$ cat src/rtl/peak_offset_pkg.sv
package peak_offset_pkg;

  typedef enum logic {
    PH_CHARGE = 1'b0,
    PH_DISCHARGE = 1'b1
  } phase_e;

  typedef struct packed {
    logic   loadRef;
    phase_e nextPhase;
  } strobe_t;

endpackage

$ cat src/rtl/peak_offset_ctrl.sv
module peak_offset_ctrl
  import peak_offset_pkg::*;
#(
  parameter int SUB_CYC   = 64,
  parameter int BLANK_CYC = 4,
  parameter int MAX_ON    = 48
) (
  input  logic    clk,
  input  logic    rstN,
  input  logic    cmpTrip,
  output strobe_t strobe,
  output logic    pairA,
  output logic    pairB
);

  localparam int CNT_W = $clog2(SUB_CYC);
  localparam logic [CNT_W-1:0] LAST_CNT  = CNT_W'(SUB_CYC - 1);
  localparam logic [CNT_W-1:0] BLANK_CNT = CNT_W'(BLANK_CYC);
  localparam logic [CNT_W-1:0] LIMIT_CNT = CNT_W'(MAX_ON - 1);

  logic [CNT_W-1:0] subCnt;
  phase_e           phase;
  logic             pulseOn;
  logic             boundary;
  logic             tripValid;
  logic             endPulse;

  assign boundary  = (subCnt == LAST_CNT);
  assign tripValid = cmpTrip && (subCnt >= BLANK_CNT);
  assign endPulse  = pulseOn && (tripValid || (subCnt == LIMIT_CNT));

  always_ff @(posedge clk) begin
    if (!rstN) begin
      subCnt  <= LAST_CNT;
      phase   <= PH_DISCHARGE;
      pulseOn <= 1'b0;
    end else if (boundary) begin
      subCnt  <= '0;
      phase   <= (phase == PH_CHARGE) ? PH_DISCHARGE : PH_CHARGE;
      pulseOn <= 1'b1;
    end else begin
      subCnt <= subCnt + 1'b1;
      if (endPulse) pulseOn <= 1'b0;
    end
  end

  always_comb begin
    strobe.loadRef   = boundary;
    strobe.nextPhase = (phase == PH_CHARGE) ? PH_DISCHARGE : PH_CHARGE;
  end

  assign pairA = pulseOn && (phase == PH_CHARGE);
  assign pairB = pulseOn && (phase == PH_DISCHARGE);

  // pairs never conduct together
  a_r2_no_overlap: assert property (@(posedge clk) disable iff (!rstN)
    !(pairA && pairB));

  // phase flips exactly at a boundary
  a_r2_alternate: assert property (@(posedge clk) disable iff (!rstN)
    boundary |=> (phase != $past(phase)));

  // every subperiod starts with the pulse on
  a_r7_start_on: assert property (@(posedge clk) disable iff (!rstN)
    boundary |=> pulseOn);

  // inside the blanking window the pulse keeps running
  a_r8_blanked: assert property (@(posedge clk) disable iff (!rstN)
    (pulseOn && (subCnt < BLANK_CNT)) |=> pulseOn);

  // once ended the pulse stays off until the next boundary
  a_r9_stay_off: assert property (@(posedge clk) disable iff (!rstN)
    (!pulseOn && !boundary) |=> !pulseOn);

  // no pulse beyond the on-time limit
  a_r10_max_on: assert property (@(posedge clk) disable iff (!rstN)
    (subCnt > LIMIT_CNT) |-> !pulseOn);

endmodule

$ cat src/rtl/peak_offset_datapath.sv
module peak_offset_datapath
  import peak_offset_pkg::*;
#(
  parameter int REF_W  = 10,
  parameter int V_W    = 10,
  parameter int GAIN_W = 3
) (
  input  logic              clk,
  input  logic              rstN,
  input  strobe_t           strobe,
  input  logic [REF_W-1:0]  iRefIn,
  input  logic [V_W-1:0]    vFlyIn,
  input  logic [V_W-1:0]    vHalfIn,
  input  logic [GAIN_W-1:0] gainShift,
  output logic [REF_W-1:0]  dacRef
);

  localparam int ERR_W = V_W + 1;
  localparam int SH_W  = ERR_W + (2 ** GAIN_W) - 1;
  localparam int OFF_W = REF_W - 1;
  localparam int SUM_W = REF_W + 2;
  localparam logic signed [SH_W-1:0]  LIM_POS = SH_W'(2 ** (REF_W - 3));
  localparam logic signed [SH_W-1:0]  LIM_NEG = -LIM_POS;
  localparam logic signed [SUM_W-1:0] REF_MAX = SUM_W'((2 ** REF_W) - 1);

  logic signed [ERR_W-1:0] vErr;
  logic signed [SH_W-1:0]  errExt;
  logic signed [SH_W-1:0]  scaled;
  logic signed [OFF_W-1:0] offset;
  logic signed [SUM_W-1:0] base;
  logic signed [SUM_W-1:0] offExt;
  logic [REF_W-1:0]        cand [2];

  assign vErr   = $signed({1'b0, vHalfIn}) - $signed({1'b0, vFlyIn});
  assign errExt = $signed({{(SH_W - ERR_W){vErr[ERR_W-1]}}, vErr});
  assign scaled = errExt <<< gainShift;

  always_comb begin
    if (scaled > LIM_POS)      offset = OFF_W'(LIM_POS);
    else if (scaled < LIM_NEG) offset = OFF_W'(LIM_NEG);
    else                       offset = OFF_W'(scaled);
  end

  assign base   = $signed({2'b00, iRefIn});
  assign offExt = $signed({{(SUM_W - OFF_W){offset[OFF_W-1]}}, offset});

  for (genvar g = 0; g < 2; g++) begin : gPhase
    logic signed [SUM_W-1:0] raw;
    assign raw = (g == 0) ? (base + offExt) : (base - offExt);
    always_comb begin
      if (raw < 0)             cand[g] = '0;
      else if (raw > REF_MAX)  cand[g] = '1;
      else                     cand[g] = REF_W'(raw);
    end
  end

  always_ff @(posedge clk) begin
    if (!rstN)              dacRef <= '0;
    else if (strobe.loadRef) dacRef <= cand[strobe.nextPhase];
  end

  // reference moves only on a boundary load
  a_r6_hold_ref: assert property (@(posedge clk) disable iff (!rstN)
    !strobe.loadRef |=> $stable(dacRef));

  // offset never leaves its saturation band
  a_r3_offset_band: assert property (@(posedge clk) disable iff (!rstN)
    (offExt <= SUM_W'(2 ** (REF_W - 3))) && (offExt >= -SUM_W'(2 ** (REF_W - 3))));

  // with zero capacitor error both phases use the bare reference
  a_r4_zero_err: assert property (@(posedge clk) disable iff (!rstN)
    (vHalfIn == vFlyIn) |-> (cand[0] == iRefIn && cand[1] == iRefIn));

endmodule

$ cat src/rtl/peak_offset_ref_gen.sv
module peak_offset_ref_gen
  import peak_offset_pkg::*;
#(
  parameter int REF_W     = 10,
  parameter int V_W       = 10,
  parameter int GAIN_W    = 3,
  parameter int SUB_CYC   = 64,
  parameter int BLANK_CYC = 4,
  parameter int MAX_ON    = 48
) (
  input  logic              clk,
  input  logic              rstN,
  input  logic [REF_W-1:0]  iRefIn,
  input  logic [V_W-1:0]    vFlyIn,
  input  logic [V_W-1:0]    vHalfIn,
  input  logic [GAIN_W-1:0] gainShift,
  input  logic              cmpTrip,
  output logic              pairA,
  output logic              pairB,
  output logic [REF_W-1:0]  dacRef
);

  strobe_t strobe;

  peak_offset_ctrl #(
    .SUB_CYC  (SUB_CYC),
    .BLANK_CYC(BLANK_CYC),
    .MAX_ON   (MAX_ON)
  ) uCtrl (
    .clk    (clk),
    .rstN   (rstN),
    .cmpTrip(cmpTrip),
    .strobe (strobe),
    .pairA  (pairA),
    .pairB  (pairB)
  );

  peak_offset_datapath #(
    .REF_W (REF_W),
    .V_W   (V_W),
    .GAIN_W(GAIN_W)
  ) uData (
    .clk      (clk),
    .rstN     (rstN),
    .strobe   (strobe),
    .iRefIn   (iRefIn),
    .vFlyIn   (vFlyIn),
    .vHalfIn  (vHalfIn),
    .gainShift(gainShift),
    .dacRef   (dacRef)
  );

  // outputs are quiet under reset
  a_r1_reset_quiet: assert property (@(posedge clk)
    $past(!rstN) |-> (!pairA && !pairB && dacRef == '0));

endmodule

$ cat config.mk
export PLATFORM = sky130hd
export DESIGN_NAME = peak_offset_ref_gen
export DESIGN_NICKNAME = d
export VERILOG_FILES = /design/src/rtl/peak_offset_pkg.sv /design/src/rtl/peak_offset_ctrl.sv /design/src/rtl/peak_offset_datapath.sv /design/src/rtl/peak_offset_ref_gen.sv
export SDC_FILE = /design/constraint.sdc
export NUM_CORES = 1
export LEC_CHECK = 0
export BUFFER_PORTS_ARGS = -buffer_cell sky130_fd_sc_hd__buf_2
export CORE_ASPECT_RATIO = 0.9
export CORE_MARGIN = 2
export CORE_UTILIZATION = 57
export DETAILED_ROUTE_END_ITERATION = 10
export GPL_TIMING_DRIVEN = 0
export HOLD_SLACK_MARGIN = 0.08
export PLACE_DENSITY = 0.8
export SLEW_MARGIN = 20
export SYNTH_ARGS = -nofsm -noshare
export SYNTH_HDL_FRONTEND = slang
export SYNTH_SLANG_ARGS = --single-unit
$ cat constraint.sdc
create_clock -name clk -period 7.6 [get_ports clk]
set_input_delay 0.76 -clock clk [delete_from_list [all_inputs] [get_ports clk]]
set_output_delay 0.76 -clock clk [all_outputs]
set_load 0.02 [all_outputs]
==> results by group, run 1 <==
Synth
  • Post-Synth Adder-Cell Area: 15.89%
  • Simple-gate portion of the synthesized area: between 20% and 30%
  • Post-synth cell types: 69
  • Mapped Nets: about 530
  • Largest family of logic cells by synthesized area: compound AO/OA/AOI/OAI gates
  • Post-synth EDFFs: 0
  • Synthesized cell area: between 0.003 and 0.004 mm^2
  • Fraction of the yosys area taken by sequential cells: between 10% and 20%
  • FF+latch count, synth: 18
  • Synth Flop Type: dfxtp_1
  • Asr flop ratio synth: 0%
  • Mux share of post-synthesis cell area: roughly 1.9%
  • Post-Synthesis Cells: 450
  • Avg Inst Size Synth: a little over 7 um^2
  • Compound-Gate Fraction of Synth Area: 33.77%
  • Fraction of synthesized cell area in xor and xnor cells: about 6.5%
  • Synth warn: 0

Pwr
  • Pwr Density: 176.9 mW/mm^2
  • Switching Share: between 40% and 50%
  • Net load switching power: between 0.0003 and 0.0004 W
  • Leakage power: around 1.6 nW
  • Clock power frac: roughly a tenth
  • Seq pwr share: a little over a quarter
  • P_int: 0.0003237 W
  • Combinational fraction of design power: between 60% and 70%
  • Maximum vdd drop: ~240 uV

Die
  • Num rows: 25
  • Initial Utilization: between 60% and 70%
  • Die height: 75.22 um
  • Ports: 48
  • Total core area: around 0.0053 mm^2
  • Die area: 0.006252 mm^2
  • Die width: between 80 and 90 um

Setup path
  • R2r setup slk: between 5 and 6 ns
  • Startpoint Class: input pin
  • CP bufs+invs: 3
  • Endpoint type of the worst setup path: flop
  • Worst path slowest cell: a2111oi_0
  • R2R cell count: 6
  • Worst path top cell family by delay: compound AO/OA/AOI/OAI gates
  • Most used cell, CP: a21oi_1
  • R2r startpoint: uCtrl.subCnt[0]$_SDFF_PN1_
  • Critical R2R Capture: uData.dacRef[7]$_SDFFE_PN0P_
  • Crit Path Class: in -> reg
  • Worst Path Required: 7.73 ns
  • Critical path fanouts, max: 10
  • Max stage delay on crit path: between 0.6 and 0.7 ns
  • Crit path arrival time: 6.71 ns

Global routing
  • First-pass GRT wire length: roughly 14000 um
  • Largest net degree at the start of global routing: 11
  • Initial antenna violation count: 0
  • Vias in the first global route: approximately 2900
  • GRT overflow: 0
  • GRT Overall Usage: roughly 27%

STA
  • RSZ-0062 raised after global routing: no
  • Least-Margin Pin Slew: 0.6736 ns
  • Slew Limit Fails: 0
  • Setup_tns: 0 ns
  • Final min period: about 6.6 ns
  • Number of setup violations in the final report: 0
  • Count of final hold-check violations: 0
  • Worst Skew: 0.003937 ns
  • Hold slack final: about 0.53 ns
  • Slew headroom: roughly 54%
  • F_max: approximately 150 MHz
  • Fin crit share: between 80 and 90%

Drt
  • Aggregate routed wire length: 8487 um
  • Antenna Nets Post-Route: 0
  • Drt wl/cell: approximately 15 um
  • Initial drt markers: around 310
  • Met2 routed WL: ~3500 um
  • Vias: between 3000 and 4000
  • Via density: ~6.3
  • Max layer used: met4
  • Drt first pass iters: 5
  • M1 wire length: 4135 um
  • Residual DRC count: 0
  • WL met3: 767 um

Clock network
  • CTS Buf Count: 3
  • CTS tree: built
  • Cts repair resizes: 0
  • Clock-pin slew on the worst setup and hold paths: around 0.060 ns
  • CTS max path bufs: 2
  • Worst-Skew Late Latency: 0.25 ns
  • Clk sinks: 18
  • Hold-fix buffers, CTS: 0
  • CTS Root Cell: clkbuf_8
  • H-tree Lvls: 1
  • Postcts setup bufs: 0

Final layout
  • Post-layout nets: 576
  • P&R area growth vs syn: 11.06%
  • ANT cells: 0
  • Fraction of layout cells with a size suffix above 1: 15.03%

Job
  • MaxCap Viol Count: 0

Place
  • IO buf count: 46
  • Post-DP HPWL: 6843 um
  • GPL Wtd Cong: ~0.89

Hold path
  • Hold path start: uCtrl.subCnt[4]$_SDFF_PN1_
  • Worst Hold Path EP: uCtrl.subCnt[4]$_SDFF_PN1_
  • Hold depth: 2
  • Worst Hold Class: reg -> reg

Outcome
  • Status: finished, final reports clean
[per-layer routing]
layer / up-vias / track usage [%]
li1: 1746 / -
met1: 1606 / 41.83
met2: 184 / 40.95
met3: 10 / 3.070
met4: 0 / 2.550
met5: - / 0
[registers in the layout (all words and copies together) (netlist names)]
signal and cells:
uData.dacRef 10, uCtrl.subCnt 6, uCtrl.phase 1, uCtrl.pulseOn 1
[power by group through the flow]
stage | registers (W) | clock network (W) | logic [W]
6_report | 0.000164 | 0.0000626 | 0.000405
5_1_grt | 0.000169 | 0.0000680 | 0.000448
3_3_place_gp | 0.000164 | 0 | 0.000388
2_1_floorplan | 0.000189 | 0 | 0.000267
3_5_place_dp | 0.000165 | 0 | 0.000396
4_1_cts | 0.000164 | 0.0000633 | 0.000399
[area by class of cell]
class	count	area, um^2
Multi-Input combinational cell	377	2611
Fill cell	476	1782
Sequential cell	18	360.3
Timing Repair Buffer	46	230.2
Inverter	34	127.6
Buffer	21	112.6
Tap cell	67	83.83
Clock buffer	3	41.29
[cell families after synthesis]
logic type                 count (synthesis)
buffers and inverters                     55
DFF                                       18
muxes                                      6
and+or+nand+nor                          143
AOI/OAI and AO/OA                        165
xor gates and xnor gates                  24
adders and majority gates                 39
[through the flow]
stage	utilization (%)	area (um^2)	cells	setup slack [ns]	total power, W
2_1_floorplan	-	3212	450	1.964	0.0004568
3_3_place_gp	65.92	3526	563	0.9183	0.0005519
3_5_place_dp	65.92	3526	563	0.8022	0.0005612
4_1_cts	66.69	3567	566	1.073	0.0006255
5_1_grt	66.69	3567	566	0.4415	0.0006846
6_report	66.69	3567	566	1.019	0.0006312
[worst reg2reg max path, stage by stage, from the launching register on]
cell and delay [ns]:
dfxtp_1 0.44, ha_1 0.30, nand2_1 0.07, nor2_1 0.40, nand3_1 0.36, o21ai_0 0.27, a21oi_1 0.09
[worst max path at each step]
stage	start	endpoint	slack, ns	cells after the start
3_5_place_dp	vFlyIn[0]	uData.dacRef[1]$_SDFFE_PN0P_	0.80	25
3_3_place_gp	vFlyIn[0]	uData.dacRef[1]$_SDFFE_PN0P_	0.92	25
6_report	vFlyIn[0]	uData.dacRef[7]$_SDFFE_PN0P_	1.02	25
4_1_cts	vFlyIn[0]	uData.dacRef[7]$_SDFFE_PN0P_	1.07	25
5_1_grt	vFlyIn[0]	uData.dacRef[8]$_SDFFE_PN0P_	0.44	24
2_1_floorplan	vHalfIn[0]	uData.dacRef[2]$_SDFFE_PN0P_	1.96	24
[cell usage after synthesis, drive strengths merged, types with 9 or more instances]
cell / number / area, um^2
dfxtp: 18 / 360.4
ha: 36 / 450.4
nor2b: 12 / 75.07
xnor2: 15 / 131.4
nand3: 13 / 65.06
o21ai: 49 / 245.2
nor2: 27 / 101.4
a21oi: 43 / 219.0
xor2: 9 / 78.83
clkbuf: 13 / 48.80
nand2: 40 / 150.1
inv: 34 / 127.6
[cell usage in the layout (no fill, tap or decap), types with 5 or more instances in the layout]
| master | Yosys | routed |
|---|---|---|
| nor2_1 | 27 | 27 |
| o21bai_1 | 5 | 5 |
| buf_2 | 3 | 49 |
| xor2_1 | 9 | 9 |
| nand3_1 | 13 | 13 |
| o2111ai_1 | 5 | 5 |
| inv_1 | 32 | 32 |
| or3_1 | 5 | 5 |
| mux2i_1 | 5 | 5 |
| nand4_1 | 7 | 7 |
| nand2b_1 | 8 | 8 |
| and2_1 | 5 | 5 |
| a21o_1 | 6 | 6 |
| nand2_1 | 40 | 40 |
| a21oi_1 | 42 | 42 |
| xnor2_1 | 15 | 15 |
| o21ai_0 | 46 | 46 |
| clkbuf_1 | 13 | 13 |
| nor2b_1 | 12 | 12 |
| and3_1 | 5 | 5 |
| a211oi_1 | 6 | 6 |
| ha_1 | 36 | 36 |
| dfxtp_1 | 18 | 18 |
No activity file was read; power rests on OpenSTA's default activity.
==> run 2, diff against run 1 <==
Settings changed: CELL_PAD_IN_SITES_DETAIL_PLACEMENT set to 0, CELL_PAD_IN_SITES_GLOBAL_PLACEMENT set to 1, CORE_UTILIZATION 57 to 42, PLACE_DENSITY 0.8 to not set, PLACE_DENSITY_LB_ADDON set to 0.1.
==> run 2 against run 1 <==
Compared with the run above: sequential cell count unchanged; sequential share of layout area is 0.14 points lower; die area is 34% higher; wire length increased by 4.3%; count of clock-buffer cells in the layout rose by 1; cell area rose by 1.4%; register-to-register slack got worse by 0.04 ns; core utilization fell by 18 points; sequential power hardly changed; critical path depth decreased by 2; critical path type unchanged; critical endpoint unchanged; largest power group unchanged.
==> results by group, run 2 (synthesized netlist as in run 1, its figures left out) <==
Place
  • IO buf count: 46 (unchanged)
  • DP Cell Count: 592 (+5.2%)
  • Area of placed instances: 0.003562 mm^2 (+1.0%)
  • GPL Wtd Cong: 0.8930 (about the same)
  • Post-DP HPWL: 7213 um (+5.4%)

Final layout
  • Fin area: 0.003617 mm^2 (+1.4%)
  • FF+latch area: 360.3 um^2 (unchanged)
  • Most common cell after layout, fill and taps aside: buf_2
  • Multi-input gate area: 0.002611 mm^2 (unchanged)
  • Fraction of layout cells with a size suffix above 1: 15.20% (+0.17 points)
  • Most frequent cells in the layout: buf_2, o21ai_0, a21oi_1
  • ANT cells: 0 (unchanged)
  • Max reg flops: 10 (unchanged)
  • Fill cell count: 784 (+65%)
  • P&R area growth vs syn: 12.62%
  • Largest reg by FF count: uData.dacRef
  • Fin cells: 596 (+5.3%)
  • Post-layout nets: 576 (unchanged)
  • Largest regs: uData.dacRef x10, uCtrl.subCnt x6

Global routing
  • GRT overflow: 0 (unchanged)
  • Largest net degree at the start of global routing: 11 (unchanged)
  • First-pass GRT wire length: 14170 um (+0.78%)
  • GRT Overall Usage: 20.90% (-5.9 points)
  • Initial antenna violation count: 0 (unchanged)
  • Vias in the first global route: 2903 (-0.72%)

Drt
  • Residual DRC count: 0 (unchanged)
  • Drt first pass iters: 5 (unchanged)
  • Aggregate routed wire length: 8854 um (+4.3%)
  • Vias: 3445 (-2.8%)
  • Antenna Nets Post-Route: 0 (unchanged)
  • Initial drt markers: 155 (-51%)
  • Via density: 5.780 (-7.7%)
  • Drt wl/cell: 14.86 um (-0.93%)

Die
  • Total core area: 0.007470 mm^2 (+40%)
  • Die width: 96.18 um (+16%)
  • Initial Utilization: 43.00% (-17 points)
  • Num rows: 30 (+20%)
  • Die area: 0.008364 mm^2 (+34%)
  • Ports: 48 (unchanged)
  • Die height: 86.96 um (+16%)

Pwr
  • Maximum vdd drop: 80.50 uV (-67%)
  • Pwr Density: 178.7 mW/mm^2 (+0.99%)
  • Leakage power: 1.605 nW (+0.45%)

Clock network
  • Postcts setup bufs: 0 (unchanged)
  • CTS max path bufs: 2 (unchanged)
  • H-tree Lvls: 1 (unchanged)
  • Worst-Skew Late Latency: 0.26 ns (about the same)
  • CTS Root Cell: clkbuf_8
  • CTS tree: built
  • Clk sinks: 18 (unchanged)
  • Cts repair resizes: 0 (unchanged)
  • Clock-pin slew on the worst setup and hold paths: 0.07 ns (about the same)
  • Hold-fix buffers, CTS: 0 (unchanged)
  • CTS Buf Count: 3 (unchanged)

Hold path
  • Hold depth: 2 (unchanged)
  • Worst Hold Path EP: uCtrl.subCnt[4]$_SDFF_PN1_
  • Hold path start: uCtrl.subCnt[4]$_SDFF_PN1_
  • Worst Hold Class: reg -> reg

STA
  • Final min period: 6.826 ns (+0.2450 ns)
  • Slew Limit Fails: 0 (unchanged)
  • Fin crit share: 89.82% (+3.2 points)
  • F_max: 146.5 MHz (-3.6%)
  • Count of final hold-check violations: 0 (unchanged)
  • Number of setup violations in the final report: 0 (unchanged)
  • Setup_tns: 0 ns (unchanged)
  • RSZ-0062 raised after global routing: no
  • Hold slack final: 0.5280 ns (+0.00001500 ns)
  • Slew headroom: 41.11% (-13 points)
  • Least-Margin Pin Slew: 0.8834 ns (+0.2098 ns)
  • Worst Skew: 0.007540 ns (+0.003603 ns)

Setup path
  • R2r startpoint: uCtrl.subCnt[0]$_SDFF_PN1_
  • Critical path fanouts, max: 10 (unchanged)
  • Crit path arrival time: 7.01 ns (+0.30 ns)
  • Critical R2R Capture: uData.dacRef[1]$_SDFFE_PN0P_
  • Max stage delay on crit path: 0.71 ns (+0.09 ns)
  • Worst Path Required: 7.79 ns (+0.06 ns)
  • R2r setup slk: 5.52 ns (-0.04 ns)
  • Crit Path Class: in -> reg
  • R2R cell count: 6 (unchanged)
  • Most used cell, CP: a21oi_1
  • Cells along the critical path: buf_2, ha_1, fa_1, nand2b_1, a211oi_2, o21ai_1, nand2_1, inv_2, nor4_1, nand4_1, o2bb2ai_2, buf_6, nand3_1, ha_1, nand2b_1, a21oi_1, o21ai_1, a21oi_1, o211ai_1, or3_1, a21oi_1, o21ai_0, a21oi_1
  • Endpoint type of the worst setup path: flop
  • Startpoint Class: input pin
  • Worst path slowest cell: a21oi_1

Job
  • MaxCap Viol Count: 0 (unchanged)

Outcome
  • Status: finished, final reports clean
==> run 2: changes by cell type in the layout (fill, tap and decap cells not counted) <==
cell and delta:
clkbuf_8 +1
==> run 2: critical path, delay by kind of cell <==
kind                     cells  cell delay [ns]
adder cells (fa/ha/maj)      3             1.05
buffers and inverters        3             0.47
AO/OA/AOI/OAI               10             2.90
AND/OR/NAND/NOR              7             1.81
==> run 2: worst max-delay path by stage <==
stage,startpoint,cells past startpoint,endpoint,slack [ns]
floorplan,vHalfIn[0],24,uData.dacRef[2]$_SDFFE_PN0P_,1.96
global placement,vFlyIn[0],23,uData.dacRef[7]$_SDFFE_PN0P_,0.67
detailed placement,vFlyIn[0],23,uData.dacRef[7]$_SDFFE_PN0P_,0.67
CTS,vFlyIn[0],23,uData.dacRef[7]$_SDFFE_PN0P_,0.92
global route,vHalfIn[0],24,uData.dacRef[7]$_SDFFE_PN0P_,0.29
finish,vFlyIn[0],23,uData.dacRef[7]$_SDFFE_PN0P_,0.77
==> run 2: routing by layer <==
metal | global-route usage, % | up-vias | wire [um]
met1 | 34.19 | 1590 | 4875
met3 | 3.030 | 4 | 551
li1 | - | 1740 | -
met4 | 1.688 | 0 | 32
met5 | 0 | - | 0
met2 | 29.29 | 111 | 3394
==> run 2: per-stage QoR <==
| stage | power [W] | util, % | setup WS, ns |
|---|---|---|---|
| finish | 0.0006464 | 48.43 | 0.7740 |
| global placement | 0.0005651 | 47.69 | 0.6746 |
| floorplan | 0.0004568 | - | 1.964 |
| detailed placement | 0.0005663 | 47.69 | 0.6727 |
| CTS | 0.0006462 | 48.43 | 0.9220 |
| global route | 0.0007061 | 48.43 | 0.2910 |
==> run 2: area by class of cell <==
cell class,count,share of cell area (%)
plain buffers,21,3.113
clock buffers,4,1.522
inverters,34,3.528
multi-input cells,377,72.19
flip-flops and latches,18,9.962
well taps,96,3.321
repair buffers,46,6.365
==> run 2: where the power goes <==
part / total, W / internal, W / switching [W]
logic: 0.000405 / 0.000153 / 0.000252
clock network: 0.0000780 / 0.0000460 / 0.0000320
registers: 0.000163 / 0.000136 / 0.0000276
total: 0.000646 / 0.000334 / 0.000312
